## config.mk

```make
export PLATFORM = sky130hd
export DESIGN_NAME = usart_spi_master
export DESIGN_NICKNAME = d
export VERILOG_FILES = /design/src/rtl/usart_spi_master.sv
export SDC_FILE = /design/constraint.sdc
export NUM_CORES = 1
export LEC_CHECK = 0
export BUFFER_PORTS_ARGS = -buffer_cell sky130_fd_sc_hd__buf_2
export CORE_MARGIN = 8
export CORE_UTILIZATION = 35
export CTS_CLUSTER_SIZE = 25
export DETAILED_ROUTE_END_ITERATION = 8
export PLACE_DENSITY = 0.53
export SYNTH_ARGS = -nofsm -noshare
export SYNTH_HDL_FRONTEND = slang
export SYNTH_SLANG_ARGS = --single-unit
```

## constraint.sdc

```tcl
create_clock -name clk -period 4.4 [get_ports clk]
set_input_delay 0.44 -clock clk [delete_from_list [all_inputs] [get_ports clk]]
set_output_delay 0.44 -clock clk [all_outputs]
set_load 0.01 [all_outputs]
```

## src/rtl/usart_spi_master.sv

```systemverilog
module usart_spi_master #(
  parameter int DIVW = 12
) (
  input  logic       clk,
  input  logic       rst_n,
  input  logic [1:0] reg_addr,
  input  logic       reg_wr,
  input  logic       reg_rd,
  input  logic [7:0] reg_wdata,
  output logic [7:0] reg_rdata,
  output logic       sck,
  output logic       sdo,
  input  logic       sdi,
  output logic       rx_ready,
  output logic       tx_empty
);
  localparam int HIW = DIVW - 8;
  localparam int EW  = 5;
  localparam logic [EW-1:0] LAST = 5'd16;

  logic [1:0]      mode;
  logic            lsb_first, phase, pol;
  logic [7:0]      div_lo;
  logic [HIW-1:0]  div_hi;
  logic [DIVW-1:0] div, div_cnt;
  logic [7:0]      tx_buf, tx_word, rx_sh, rx_buf;
  logic            tx_full, busy, sck_q;
  logic [EW-1:0]   edges, pos;
  logic            c_lsb, c_pha;
  logic            spi_on, start, tick, done, sample_now, rd_data;
  logic [2:0]      bitn;

  assign div        = {div_hi, div_lo};
  assign spi_on     = (mode == 2'b11);
  assign start      = spi_on && !busy && tx_full;
  assign tick       = busy && spi_on && (edges < LAST) && (div_cnt >= div);
  assign done       = busy && spi_on && (edges == LAST);
  assign sample_now = tick && (edges[0] == c_pha);
  assign rd_data    = reg_rd && (reg_addr == 2'd3);
  assign pos        = (c_pha && edges != '0) ? edges - 5'd1 : edges;
  assign bitn       = 3'(pos >> 1);
  assign sdo        = busy ? tx_word[c_lsb ? bitn : 3'd7 - bitn] : 1'b1;
  assign sck        = sck_q;
  assign tx_empty   = !tx_full;

  always_comb begin
    case (reg_addr)
      2'd0:    reg_rdata = {mode, 3'b000, lsb_first, phase, pol};
      2'd1:    reg_rdata = div_lo;
      2'd2:    reg_rdata = {{(8-HIW){1'b0}}, div_hi};
      default: reg_rdata = rx_buf;
    endcase
  end

  always_ff @(posedge clk) begin
    if (!rst_n) begin
      mode      <= 2'b00;
      lsb_first <= 1'b1;
      phase     <= 1'b1;
      pol       <= 1'b0;
      div_lo    <= '0;
      div_hi    <= '0;
      tx_buf    <= '0;
      tx_full   <= 1'b0;
    end else begin
      if (reg_wr) begin
        case (reg_addr)
          2'd0: begin
            mode      <= reg_wdata[7:6];
            lsb_first <= reg_wdata[2];
            phase     <= reg_wdata[1];
            pol       <= reg_wdata[0];
          end
          2'd1:    div_lo <= reg_wdata;
          2'd2:    div_hi <= reg_wdata[HIW-1:0];
          default: tx_buf <= reg_wdata;
        endcase
      end
      if (reg_wr && reg_addr == 2'd3) tx_full <= 1'b1;
      else if (start)                 tx_full <= 1'b0;
    end
  end

  always_ff @(posedge clk) begin
    if (!rst_n) begin
      busy     <= 1'b0;
      edges    <= '0;
      div_cnt  <= '0;
      sck_q    <= 1'b0;
      tx_word  <= '0;
      rx_sh    <= '0;
      rx_buf   <= '0;
      rx_ready <= 1'b0;
      c_lsb    <= 1'b1;
      c_pha    <= 1'b1;
    end else begin
      if (rd_data) rx_ready <= 1'b0;
      if (start) begin
        busy    <= 1'b1;
        edges   <= '0;
        div_cnt <= '0;
        tx_word <= tx_buf;
        c_lsb   <= lsb_first;
        c_pha   <= phase;
        sck_q   <= pol;
      end else if (busy && !spi_on) begin
        busy  <= 1'b0;
        edges <= '0;
        sck_q <= pol;
      end else if (done) begin
        busy     <= 1'b0;
        edges    <= '0;
        rx_buf   <= rx_sh;
        rx_ready <= 1'b1;
        sck_q    <= pol;
      end else if (tick) begin
        div_cnt <= '0;
        edges   <= edges + 5'd1;
        sck_q   <= ~sck_q;
        if (sample_now) rx_sh <= c_lsb ? {sdi, rx_sh[7:1]} : {rx_sh[6:0], sdi};
      end else if (busy) begin
        div_cnt <= div_cnt + DIVW'(1);
      end else begin
        sck_q <= pol;
      end
    end
  end


  abort_idle_chk: assert property (@(posedge clk) disable iff (!rst_n)
    (busy && !spi_on) |=> (!busy && sck == $past(pol)));


  sck_hold_chk: assert property (@(posedge clk) disable iff (!rst_n)
    (busy && spi_on && !tick && !done) |=> $stable(sck));


  rx_flag_src_chk: assert property (@(posedge clk) disable iff (!rst_n)
    $rose(rx_ready) |-> ($past(busy) && $past(edges) == LAST));


  tx_fall_src_chk: assert property (@(posedge clk) disable iff (!rst_n)
    $fell(tx_empty) |-> $past(reg_wr && reg_addr == 2'd3));


  start_mode_chk: assert property (@(posedge clk) disable iff (!rst_n)
    $rose(busy) |-> $past(spi_on));


  edge_bound_chk: assert property (@(posedge clk) disable iff (!rst_n)
    edges <= LAST);
endmodule

```

==> reports/metrics.yaml <==
yosys:
  synth_seq_cells: 72
  synth_area_sq_um: 3630
  synth_ff_type: "dfxtp_1"
  async_flop_share: 0
  syn_avg_cell_area_sq_um: 8.82
  netlist_instances: 412
  yosysUniqueCellTypes: 41
  synth_enable_flop_cells: 0
  synth.yosys.seq_area_share: 0.397
  yosys_warnings: 0
  syn_nets: 443
drt:
  drt-total-wl_microns: 8310
  drtPass1Iterations: 4
  wl_per_cell_microns: 14.6
  antenna_left: 0
  drcViolationCount: 0
  first_iter_violations: 126
  via_per_inst: 4.95
  vias: 2817
sta:
  clock_skew_ps: 9.82
  max_slew_margin: 0.199
  clock.fmax_mhz: 315
  rsz0062_at_grt: "false"
  post-route-period-util: 0.721
  worstMarginPinSlew_ps: 1190
  setup_tns_ps: 0
  period_minus_slack_ps: 3170
  hold_violations: 0
  report.final.slew_viol_count: 0
  setup_viol: 0
critical_path:
  cpPeakStageDelay_ps: 550
  worstReg2RegStart: "busy"
  worst_ep_arrival_time_ps: 2730
  crit_chain: "inv_1, ha_1, or4b_1, a211o_1, nand4_4, mux2i_1, mux2i_1, o22a_2, buf_2"
  r2r-end: "rx_sh[3]"
  critPathSlowestCell: "or4b_1"
  cp.depth: 9
  worst-path-buf-inv: 2
  worst_path_most_repeated_cell: "mux2i_1"
  critical_path.max_fanout: 6
  crit_required_ps: 3960
  critPathTopFamily: "simple AND/OR/NAND/NOR gates"
  r2r_slack_ps: 1830
  r2r_cells: 6
  cp-endpoint: "sdo"
  path_class: "reg -> out"
  worst_setup_path_start_kind: "register"
  crit_start: "edges[0]"
  crit_path_end_kind: "primary output"
grt:
  track_usage: 0.125
  grt_max_degree: 66
  grt_pass1_vias: 2781
  overflow: 0
  grt_pass1_wl_microns: 14200
  antenna_found_initial: 0
clock_network:
  cts_sinks: 72
  hold_buffers: 0
  cts.clk_slew.worst_paths_ps: 80
  cts_setup_buffers: 0
  root_buffer: "clkbuf_8"
  numCtsBuffers: 9
  clock_path_buffers: 2
  cts.htree.levels: 3
  ctsResizeCount: 0
  insertion_delay_ps: 350
  cts_tree: "done"
floorplan:
  pin_count: 27
  dieArea_sq_um: 13900
  die_w_microns: 118
  start_util: 0.357
  rows: 37
  fp.dieH_microns: 118
  core_area_sq_um: 10200
cells_and_area:
  area_delta_synth_final_pct: 11.5
  postLayoutCellArea_sq_um: 4050
  antenna_cells: 0
  layout-drive-gt1-share: 0.120
  fin_nets: 459
placed_design:
  dp_hpwl_microns: 6100
  io_buffers: 26
  placed_area_sq_um: 3850
  finalWeightedCongestion: 0.809
pwr:
  leakagePower_nw: 1.59
  peakVddDrop_mv: 0.118
  powerDensity_nw_per_um2: 313
min_path:
  min_path_type: "in -> reg"
run_status:
  outcome: "finished, final reports clean"
run:
  cap_violations: 0
-- per-layer routing --
layer  wire (microns)  vias to the layer above  GRT usage  part of all wire
met1             4130                     1310      0.165              0.50
met2             3800                       47      0.195              0.46
met5                0                        -          0                 0
met4              136                        0     0.0528             0.016
li1                 -                     1448          -                 -
met3              246                       12     0.0245             0.030
-- per-stage QoR --
stage / util / std cells / hold slack, ps / setup slack (ps) / power [mW]
5_1_grt: 0.398 / 569 / 379 / 1030 / 1.32
4_1_cts: 0.398 / 569 / 372 / 1200 / 1.28
3_3_place_gp: 0.378 / 553 / 452 / 1650 / 0.756
3_5_place_dp: 0.378 / 553 / 461 / 1590 / 0.756
2_1_floorplan: - / 412 / 441 / 1840 / 0.730
6_report: 0.398 / 569 / 375 / 1230 / 1.27
-- worst reg2reg max path, stage by stage (launching register included) --
cell and delay [ps]:
dfxtp_1 450, nand3_1 450, or3_1 500, o32ai_1 110, buf_4 240, and2_1 520
mux2i_1 240
-- cell usage after synthesis (7+ instances only) --
cell type | instances | area share
a21boi_0 | 26 | 0.054
a21oi_1 | 8 | 0.011
clkbuf_1 | 15 | 0.016
dfxtp_1 | 72 | 0.40
ha_1 | 16 | 0.055
inv_1 | 18 | 0.019
mux2i_1 | 36 | 0.099
nand2_1 | 64 | 0.066
nand2b_1 | 10 | 0.017
nand3_1 | 20 | 0.028
nor2_1 | 19 | 0.020
nor2b_1 | 18 | 0.031
o211ai_1 | 8 | 0.017
o21ai_0 | 16 | 0.022
xnor2_1 | 9 | 0.022
xor2_1 | 7 | 0.017
-- flip-flops by register name (all words and copies together), names as in the netlist, 2 cells and up --
name	count
tx_buf	8
div_cnt	12
mode	2
tx_word	8
div_hi	4
rx_buf	8
rx_sh	8
edges	5
div_lo	8
-- cell type report --
cell class,instances,area [sq um]
timing repair buffer,27,138
sequential,72,1440
multi-input combinational,300,2040
clock inverter,7,72.6
clock buffer,9,124
tap,136,170
inverter,18,67.6
fill,1095,6140
-- cell usage in the layout (no fill, tap or decap), types with 2 or more instances in the layout --
cell,instances
or3_1,3
clkinvlp_4,2
xnor2_1,9
nand3_1,20
mux4_2,3
ha_1,16
a211o_1,2
o211ai_1,8
and3_1,5
nor3_1,5
a21boi_0,26
inv_1,18
a21o_1,4
o21ai_0,16
nor2b_1,18
nor2_1,19
or2_2,2
clkinv_2,2
nand2_1,64
nand3b_1,2
mux2i_1,36
a21oi_1,8
clkbuf_8,9
dfxtp_1,72
buf_2,26
nand2b_1,10
clkinv_4,2
xor2_1,7
nand4_1,4
-- cell families after synthesis --
| group | share of synthesized area |
|---|---|
| flops | 0.397 |
| simple gates | 0.217 |
| fa+ha+maj | 0.0551 |
| compound gates | 0.132 |
| mux | 0.118 |
| xor+xnor | 0.0386 |
| buf+inv | 0.0427 |
-- power breakdown --
| group | internal (mW) | leakage (nW) | switching [mW] |
|---|---|---|---|
| Combinational | 0.0317 | 0.912 | 0.0422 |
| Sequential | 0.660 | 0.582 | 0.00632 |
| Clock | 0.262 | 0.0952 | 0.265 |
| Total | 0.953 | 1.59 | 0.313 |
-- worst min path at each step --
| stage | startpoint | endpoint | slack, ps | cells after the start |
|---|---|---|---|---|
| after floorplan | tx_buf[0] | tx_word[0] | 440 | 2 |
| after global placement | tx_buf[7] | tx_word[7] | 450 | 2 |
| after detailed placement | tx_word[1] | tx_word[1] | 460 | 2 |
| after CTS | reg_wdata[4] | tx_buf[4] | 370 | 3 |
| after global routing | reg_wdata[7] | tx_buf[7] | 380 | 3 |
| final | reg_wdata[2] | lsb_first | 370 | 3 |
(Power assumes the default switching activity.)
